==> src/rtl/fcs_pkg.sv <==
package fcs_pkg;
   localparam logic [15:0] RX_ERR_MASK    = 16'h0F00;
   localparam logic [15:0] TX_ERR_MASK    = 16'h00F0;
   localparam logic [15:0] TX_COLL_ONLY   = 16'h0020;
   localparam logic [15:0] CODE_GOOD      = 16'h4000;
   localparam logic [15:0] CODE_SHORT_BUF = 16'h6800;
   localparam logic [15:0] CODE_RX_OVF    = 16'h6200;
   localparam logic [15:0] CODE_LATE_COLL = 16'h6600;
   localparam int          RUNT_BYTES     = 5;
   localparam int          LEN_PAD        = 3;

   typedef enum logic [1:0] {
      DISP_POST  = 2'd0,
      DISP_RETRY = 2'd1,
      DISP_DROP  = 2'd2
   } disp_e;
endpackage

==> src/rtl/fcs_rx_eval.sv <==
module fcs_rx_eval
   import fcs_pkg::*;
#(
   parameter int WORD_W = 12,
   parameter int EXC_W  = 5,
   localparam int LEN_W = WORD_W + 2
) (
   input  logic [15:0]       status,
   input  logic [WORD_W-1:0] words,
   input  logic [EXC_W-1:0]  excess,
   input  logic              overrun,
   input  logic              zero_len,
   output disp_e             disp,
   output logic [15:0]       comp,
   output logic [LEN_W-1:0]  len
);
   localparam int SW = LEN_W + 1;

   logic [SW-1:0] twice;
   logic [SW-1:0] diff;
   logic          runt;

   always_comb begin
      twice = SW'(words) << 1;
      diff  = twice - SW'(excess);
      runt  = diff[SW-1] || (diff < SW'(RUNT_BYTES));
   end

   always_comb begin
      disp = DISP_POST;
      comp = CODE_GOOD;
      len  = '0;
      if (zero_len) begin
         comp = CODE_SHORT_BUF;
      end else if (overrun) begin
         comp = CODE_RX_OVF;
         len  = twice[LEN_W-1:0];
      end else if (runt) begin
         disp = DISP_DROP;
         comp = '0;
      end else begin
         comp = (status & RX_ERR_MASK) | CODE_GOOD;
         len  = diff[LEN_W-1:0] + LEN_W'(LEN_PAD);
      end
   end
endmodule

==> src/rtl/fcs_tx_eval.sv <==
module fcs_tx_eval
   import fcs_pkg::*;
#(
   parameter int WORD_W     = 12,
   parameter int LATE_WORDS = 168,
   localparam int LEN_W     = WORD_W + 2
) (
   input  logic [15:0]       status,
   input  logic [WORD_W-1:0] words,
   input  logic              zero_len,
   output disp_e             disp,
   output logic [15:0]       comp,
   output logic [LEN_W-1:0]  len
);
   logic [15:0] masked;
   logic        late;

   always_comb begin
      masked = status & TX_ERR_MASK;
      late   = words >= WORD_W'(LATE_WORDS);
   end

   always_comb begin
      disp = DISP_POST;
      comp = CODE_GOOD;
      len  = LEN_W'(words) << 1;
      if (zero_len) begin
         comp = CODE_SHORT_BUF;
         len  = '0;
      end else if (masked == '0) begin
         comp = CODE_GOOD;
      end else if (masked == TX_COLL_ONLY) begin
         if (late) begin
            comp = CODE_LATE_COLL;
         end else begin
            disp = DISP_RETRY;
            comp = '0;
            len  = '0;
         end
      end else begin
         comp = masked;
      end
   end
endmodule

==> src/rtl/frame_cmpl_enc.sv <==
module frame_cmpl_enc
   import fcs_pkg::*;
#(
   parameter int WORD_W     = 12,
   parameter int EXC_W      = 5,
   parameter int LATE_WORDS = 168,
   localparam int LEN_W     = WORD_W + 2
) (
   input  logic              clk,
   input  logic              rst_n,
   input  logic              frame_end,
   input  logic              is_tx,
   input  logic [15:0]       ctl_status,
   input  logic [WORD_W-1:0] xfer_words,
   input  logic [EXC_W-1:0]  excess_bytes,
   input  logic              buf_overrun,
   input  logic              zero_len,
   output logic              done,
   output logic              post,
   output logic              retry,
   output logic              drop,
   output logic [15:0]       completion,
   output logic [LEN_W-1:0]  byte_len
);
   generate
      if (WORD_W < 4 || WORD_W > 28) begin : g_bad_word_w
         $error("WORD_W out of range");
      end
      if (EXC_W < 1 || EXC_W > WORD_W) begin : g_bad_exc_w
         $error("EXC_W out of range");
      end
      if (LATE_WORDS < 1 || LATE_WORDS >= (1 << WORD_W)) begin : g_bad_late
         $error("LATE_WORDS must be reachable by xfer_words");
      end
   endgenerate

   disp_e            rx_disp, tx_disp, sel_disp;
   logic [15:0]      rx_comp, tx_comp, sel_comp;
   logic [LEN_W-1:0] rx_len, tx_len, sel_len;

   fcs_rx_eval #(.WORD_W(WORD_W), .EXC_W(EXC_W)) u_rx (
      .status   (ctl_status),
      .words    (xfer_words),
      .excess   (excess_bytes),
      .overrun  (buf_overrun),
      .zero_len (zero_len),
      .disp     (rx_disp),
      .comp     (rx_comp),
      .len      (rx_len)
   );

   fcs_tx_eval #(.WORD_W(WORD_W), .LATE_WORDS(LATE_WORDS)) u_tx (
      .status   (ctl_status),
      .words    (xfer_words),
      .zero_len (zero_len),
      .disp     (tx_disp),
      .comp     (tx_comp),
      .len      (tx_len)
   );

   always_comb begin
      sel_disp = is_tx ? tx_disp : rx_disp;
      sel_comp = is_tx ? tx_comp : rx_comp;
      sel_len  = is_tx ? tx_len  : rx_len;
   end

   always_ff @(posedge clk) begin
      if (!rst_n) begin
         done       <= 1'b0;
         post       <= 1'b0;
         retry      <= 1'b0;
         drop       <= 1'b0;
         completion <= '0;
         byte_len   <= '0;
      end else begin
         done  <= frame_end;
         post  <= frame_end && (sel_disp == DISP_POST);
         retry <= frame_end && (sel_disp == DISP_RETRY);
         drop  <= frame_end && (sel_disp == DISP_DROP);
         if (frame_end) begin
            completion <= sel_comp;
            byte_len   <= sel_len;
         end
      end
   end
endmodule

==> config.mk <==
export PLATFORM = sky130hd
export DESIGN_NAME = frame_cmpl_enc
export DESIGN_NICKNAME = d
export VERILOG_FILES = /design/src/rtl/fcs_pkg.sv /design/src/rtl/fcs_rx_eval.sv /design/src/rtl/fcs_tx_eval.sv /design/src/rtl/frame_cmpl_enc.sv
export SDC_FILE = /design/constraint.sdc
export NUM_CORES = 1
export LEC_CHECK = 0
export CAP_MARGIN = 10
export CORE_MARGIN = 1
export CORE_UTILIZATION = 50
export CTS_CLUSTER_DIAMETER = 80
export DETAILED_ROUTE_END_ITERATION = 12
export HOLD_SLACK_MARGIN = 0.1
export PLACE_DENSITY = 0.81
export SLEW_MARGIN = 20
export SYNTH_ARGS = -nofsm -noshare
export SYNTH_HDL_FRONTEND = slang
export SYNTH_HIERARCHICAL = 1
export SYNTH_SLANG_ARGS = --single-unit
==> constraint.sdc <==
create_clock -name clk -period 4.05 [get_ports clk]
set_input_delay 1.0125 -clock clk [delete_from_list [all_inputs] [get_ports clk]]
set_output_delay 1.0125 -clock clk [all_outputs]
set_load 0.01 [all_outputs]
======== After elaboration in Yosys (flattened, before gate mapping) ========
Cells that the tools add are included.
storage, ports and cells
  input port bits ......................... 39
  logic and storage cells ................. 43
  bits in registers ....................... 34
  output and inout port bits .............. 34
operators by class
  eq/ne operators ......................... 3
  add/sub/neg operators ................... 2
  mux-type cells .......................... 24
  order comparisons ....................... 2
  reductions and logical operators ........ 6
operators by type and width
  cell                                                          count
  2-to-1 mux 14 bit                                             7
  2-to-1 mux 16 bit                                             5
  2-to-1 mux 15 bit                                             3
  logical NOT 16 bit                                            1
  less-than comparator 15 x 3 -> 1 bit (second input constant)  1
  adder 14 x 2 -> 14 bit (second input constant)                1
  2-to-1 mux 2 bit                                              7
  subtractor 13 x 5 -> 14 bit                                   1
  2-to-1 mux 13 bit                                             1
  >= comparator 12 x 8 -> 1 bit (second input constant)         1
  equality test 4 x 2 -> 1 bit (second input constant)          1
  logical AND 1 bit                                             3
  equality test 2 x 1 -> 1 bit (second input constant)          1
  equality test 2 bit (second input constant)                   1
  logical NOT 2 bit                                             1
  logical OR 1 bit                                              1
  2-to-1 mux 1 bit                                              1

======== Depth between registers and ports, before layout ========
Gate-level depths: netlist (run 1).
  depth after elaboration ................. 9
  depth in mapped cells ................... 14
  gate-level depth less buffers ........... 12

======== Cells and area by module ========
Netlist (run 1), hierarchy kept.
by module, submodules not included
  module          area an instance (sq um)  seq. area each (sq um)  cells each  instances
  frame_cmpl_enc  1,436.4                   680.7                   149         1
  fcs_rx_eval     1,131.1                   0.0                     174         1
  fcs_tx_eval     357.8                     0.0                     53          1

======== Worst setup path after synthesis (run 1) ========
No wires, ideal clock.
  kind .................................... input -> register
  start point ............................. input port xfer_words[0]
  end point ............................... register drop
  slack ................................... 0.525 ns
  cell stages on the path ................. 11
  arrival time ............................ 3.455 ns
  required time ........................... 3.980 ns
  library setup time ...................... 0.070 ns
  path buffers ............................ 0
  cell sequence ........................... inv_1 -> fa_1 -> nand2b_1 -> a21oi_1 -> nor3_1 -> nor4_1 -> nand4_2 -> and2_1 -> nor2_1 -> or3b_1 -> a21oi_1
between the ends
  longest elaborated chain between the ends .. 9
  elaborated cells between the ends (all ways) .. 14
  classes of those cells .................. add/sub (1); order compare (2); eq/ne (1); mux (8); reduce/logical (2)
RTL lines
  item                                  line                  source
  start: declaration                    frame_cmpl_enc.sv:14  input logic [WORD_W-1:0] xfer_words,
  subtractor 13 x 5 -> 14 bit (*)       fcs_rx_eval.sv:25     diff = twice - SW'(excess);
  less-than comparator 15 x 3 -> 1 bit  fcs_rx_eval.sv:26     runt = diff[SW-1] || (diff < SW'(RUNT_BYTES));
  logical OR 1 bit (*)                  fcs_rx_eval.sv:26
  2-to-1 mux 2 bit (*)                  fcs_rx_eval.sv:38     end else if (runt) begin
  2-to-1 mux 2 bit (*)                  fcs_rx_eval.sv:35     end else if (overrun) begin
  2-to-1 mux 2 bit (*)                  fcs_rx_eval.sv:33     if (zero_len) begin
  net rx_disp[1]                        frame_cmpl_enc.sv:37  disp_e rx_disp, tx_disp, sel_disp;
  2-to-1 mux 2 bit (*)                  frame_cmpl_enc.sv:62  sel_disp = is_tx ? tx_disp : rx_disp;
  equality test 2 bit (*)               frame_cmpl_enc.sv:79  drop <= frame_end && (sel_disp == DISP_DROP);
  logical AND 1 bit (*)                 frame_cmpl_enc.sv:79
  end signal: assignment                frame_cmpl_enc.sv:79
  end: declaration                      frame_cmpl_enc.sv:21  output logic drop,
Mark *: on every way through the listed nets, which the timed path passes. The rest lies on a longest branch.
A chain may end at the register's enable or synchronous reset.

======== Worst setup path after layout (run 1) ========
  start point ............................. input port xfer_words[0]
  end point ............................... register byte_len[11]
between the ends
  longest elaborated chain between the ends .. 7
  elaborated cells between the ends (all ways) .. 13
  classes of those cells .................. add/sub (2); order compare (2); mux (8); reduce/logical (1)
RTL lines
  item                                  line                  source
  subtractor 13 x 5 -> 14 bit (*)       fcs_rx_eval.sv:25
  less-than comparator 15 x 3 -> 1 bit  fcs_rx_eval.sv:26
  logical OR 1 bit                      fcs_rx_eval.sv:26
  2-to-1 mux 14 bit (*)                 fcs_rx_eval.sv:38
  2-to-1 mux 14 bit (*)                 fcs_rx_eval.sv:35
  2-to-1 mux 14 bit (*)                 fcs_rx_eval.sv:33
  net rx_len[11]                        frame_cmpl_enc.sv:39  logic [LEN_W-1:0] rx_len, tx_len, sel_len;
  2-to-1 mux 14 bit (*)                 frame_cmpl_enc.sv:64  sel_len = is_tx ? tx_len : rx_len;
  end signal: assignment                frame_cmpl_enc.sv:82  byte_len <= sel_len;
  end: declaration                      frame_cmpl_enc.sv:23  output logic [LEN_W-1:0] byte_len
Marks and branches as above.

==> metrics, run 1 <==
compound-gate portion of the synthesized area=23.6%; ys async rst share=0%; max-slew violation count=0; CTS tree=built; f_max=0.260 GHz; gpl congestion=0.831; Net Sw Power=0.315 mW; Synth warnings=6; most frequent cell on the critical path=a21oi_1; Critical Path Sink Type=flip-flop; CTS Root Cell=clkbuf_8; Peak VDD IR=approximately 210 uV; Worst Reg-to-Reg Cells=2; reg-to-reg slack, setup=between 3000 and 4000 ps; Worst EP required=4190 ps; final setup vio count=0; Total Power=about 0.99 mW; Worst Hold End=completion[3]; outcome=finished, final reports clean; All-Layer GR Usage=between 20 and 25%; fin nets=between 500 and 600; FF+latch count, synth=34; syn_area_per_cell=7.78 sq um; maxcap violations=0; htree depth=2; met2 WL post-DR=3560 um; Combinational Power Share=36.3%; drt pass-1 iters=4; largest family of logic cells by synthesized area=compound AO/OA/AOI/OAI gates; row count=27; vias=approximately 2.9k; first-pass GRT wire length=11800 um; Reg-to-Reg End=completion[6]; I/O pin total=73; clk slew on worst S/H paths=70 ps; largest net degree at the start of global routing=62; top layer in use=met4; Least-Margin Pin Slew=970 ps; Post-synth EDFFs=0; slowest stage cell, crit path=clkdlybuf4s50_1; sequential share of power=a little under two fifths; vias in the first global route=between 2k and 3k; Synth Flop Type=dfxtp_1; Mapped Cells=376; # port buffers=64; biggest cell delay along the critical path=470 ps; crit start category=input port; Cell Area, Synth=around 2900 sq um; HPWL Detailed=roughly 5400 um; Hold Path Stages=2; Hold WC Path Type=reg2reg; switching fraction of total power=31.7%; Final WS setup=~200 ps; Setup CP Type=in2reg; post-synthesis adder-cell area fraction=2.82%; Longest Clk Path Bufs=2; Final Hold Fails=0; reg-to-reg startpoint=completion[6]; # fillers=469; Clock Sinks=34; post-synth cell types=55; Crit. Startpoint=xfer_words[0]; CORE AREA=5570 sq um; Die H=78.5 um; fin crit share=approximately 95%; worst slack, placed=-146 ps; DRC Markers=0; mux contribution to synthesized area=10.9%; setup_tns=0 ps; Die X=78.5 um; antenna viol nets, final=0; post-synthesis simple-gate area fraction=22.8%; CP max FO=3; cell area power density=259 nW/um^2; Die ar.=6160 sq um; met3 WL post-DR=309 um; Internal=0.678 mW; Num CTS Buffers=5; DR iter-0 viols=132; sequential share of the synthesized area=23.3%; initial antenna violation count=0; DRT Wirelength=7230 um; wire per inst=13.6 um; Final Skew=0 ps; fin crit period=3850 ps; RSZ-0062 raised after global routing=false; ant diodes=0; clock network power share=a little over a quarter; XOR/XNOR Fraction of Synth Area=4.19%; vias per inst=roughly 5.4; Relative slew margins=a little over a third; Routed met1 length=~3200 um; Layout area overhead=31.0%; hold_sp=completion[3]; Pleak=roughly 1.6 nW; Clock Latency Late Sink=290 ps; Critical Path, Cell by Cell=clkdlybuf4s50_1 > inv_1 > fa_1 > nand2b_1 > a21oi_1 > buf_4 > xor2_1 > nand4b_1 > a211oi_4 > mux2i_2 > o211ai_1 > nor2b_1 > mux2i_1 > a21oi_1; starting density of the core=52.5%; GR Overflow Total=0; worst path arrival time=3990 ps; layout cell share with drive strength beyond 1=13.7%
-- worst max-delay path by stage --
stage                              end  slack, ps  depth (start not counted)
after floorplan                   drop        530                         11
after global placement    byte_len[11]        -90                         14
after detailed placement   byte_len[8]       -150                         12
after CTS                  byte_len[8]        150                         12
after global routing      byte_len[11]         10                         14
final                     byte_len[11]        200                         14
-- cells in the final DEF, fill, tap and decap left out, types with 4 or more instances in the layout --
cell | netlist | final
clkdlybuf4s50_1 | 0 | 62
a21oi_1 | 50 | 49
o21ai_0 | 41 | 41
buf_4 | 23 | 40
dfxtp_1 | 34 | 34
mux2i_1 | 32 | 31
conb_1 | 2 | 21
nor2_1 | 20 | 20
nand2_1 | 18 | 18
nand2b_1 | 13 | 13
inv_1 | 11 | 11
nor2b_1 | 10 | 10
xnor2_1 | 10 | 10
nor3_1 | 9 | 9
clkbuf_8 | 0 | 6
a21o_1 | 6 | 6
and2_1 | 6 | 6
nand3_1 | 5 | 5
ha_1 | 5 | 5
nand3b_1 | 4 | 4
xor2_1 | 4 | 4
o211ai_1 | 4 | 4
-- sequential cells by signal (all words and copies together), names as in the netlist --
register,flops
byte_len,14
retry,1
post,1
completion,16
done,1
drop,1
-- layer usage --
metal  track usage, %  vias up
met5                0        -
met4             8.89        0
met3             5.47       15
met2             40.9       75
met1             29.5     1315
li1                 -     1462
-- cells by family after synthesis --
kind of cell,count (synthesis)
compound gates,119
xor+xnor,14
fa+ha+maj,6
buf+inv,57
flops,34
mux,32
other cells,2
simple gates,112
-- final cells by class --
class	count	area, sq um	area share (%)
Clock buffer	6	82.6	2.16
Clock inverter	2	12.5	0.327
Inverter	11	41.3	1.08
Multi-Input combinational cell	304	1990	52.0
Sequential cell	34	681	17.8
Tap cell	72	90.1	2.35
Timing Repair Buffer	104	931	24.3
-- timing repair --
item	4_1_cts	5_1_grt
hold buffers	0	0
setup endpoints to repair	0	3
resized for setup	0	5
buffers inserted	0	1
-- stage by stage --
stage | cell area, sq um | instances | util, % | hold WS, ps
4_1_cts | 3790 | 532 | 68.1 | 544
3_3_place_gp | 3700 | 524 | 66.4 | 507
6_report | 3830 | 533 | 68.7 | 537
5_1_grt | 3830 | 533 | 68.7 | 572
3_5_place_dp | 3700 | 524 | 66.4 | 515
2_1_floorplan | 3000 | 395 | - | 542
-- synth_stat cells (all sizes together), types with 2 or more instances --
cell type / count / area share (%)
a21o: 6 / 1.5
a21oi: 50 / 8.6
a311oi: 2 / 0.81
and2: 7 / 1.6
and3: 3 / 0.64
and4b: 2 / 0.68
buf: 33 / 8.9
clkbuf: 13 / 1.8
conb: 2 / 0.26
dfxtp: 34 / 23
ha: 5 / 2.1
inv: 11 / 1.4
mux2i: 32 / 11
nand2: 18 / 2.3
nand2b: 13 / 2.8
nand3: 5 / 0.86
nand3b: 4 / 1.0
nor2: 20 / 2.6
nor2b: 10 / 2.1
nor3: 11 / 2.2
nor3b: 4 / 1.2
nor4: 5 / 1.8
o211ai: 4 / 1.0
o21a: 3 / 0.77
o21ai: 41 / 7.0
o31a: 3 / 0.90
or3: 2 / 0.43
or3b: 3 / 0.90
xnor2: 10 / 3.0
xor2: 4 / 1.2
-- critical path: cells and delay by family --
family | cells | cell delay, ps
and+or+nand+nor | 3 | 530
buffers and inverters | 3 | 690
adders and majority gates | 1 | 450
xor gates and xnor gates | 1 | 230
muxes | 2 | 440
AOI/OAI and AO/OA | 4 | 610
-- power by group through the flow --
stage	Combinational [mW]	Sequential, mW	Clock, mW
CTS	0.351	0.369	0.270
finish	0.360	0.369	0.264
detailed placement	0.349	0.376	0
global route	0.393	0.371	0.283
floorplan	0.202	0.385	0
global placement	0.342	0.375	0
Power figures use the tool's default switching activity.
==> run 2, diff against run 1 <==
Settings changed: GPL_ROUTABILITY_DRIVEN set to 0.
==> results of run 2 <==
Same layout as run 1: the final DEF is identical, and so are final timing and power.
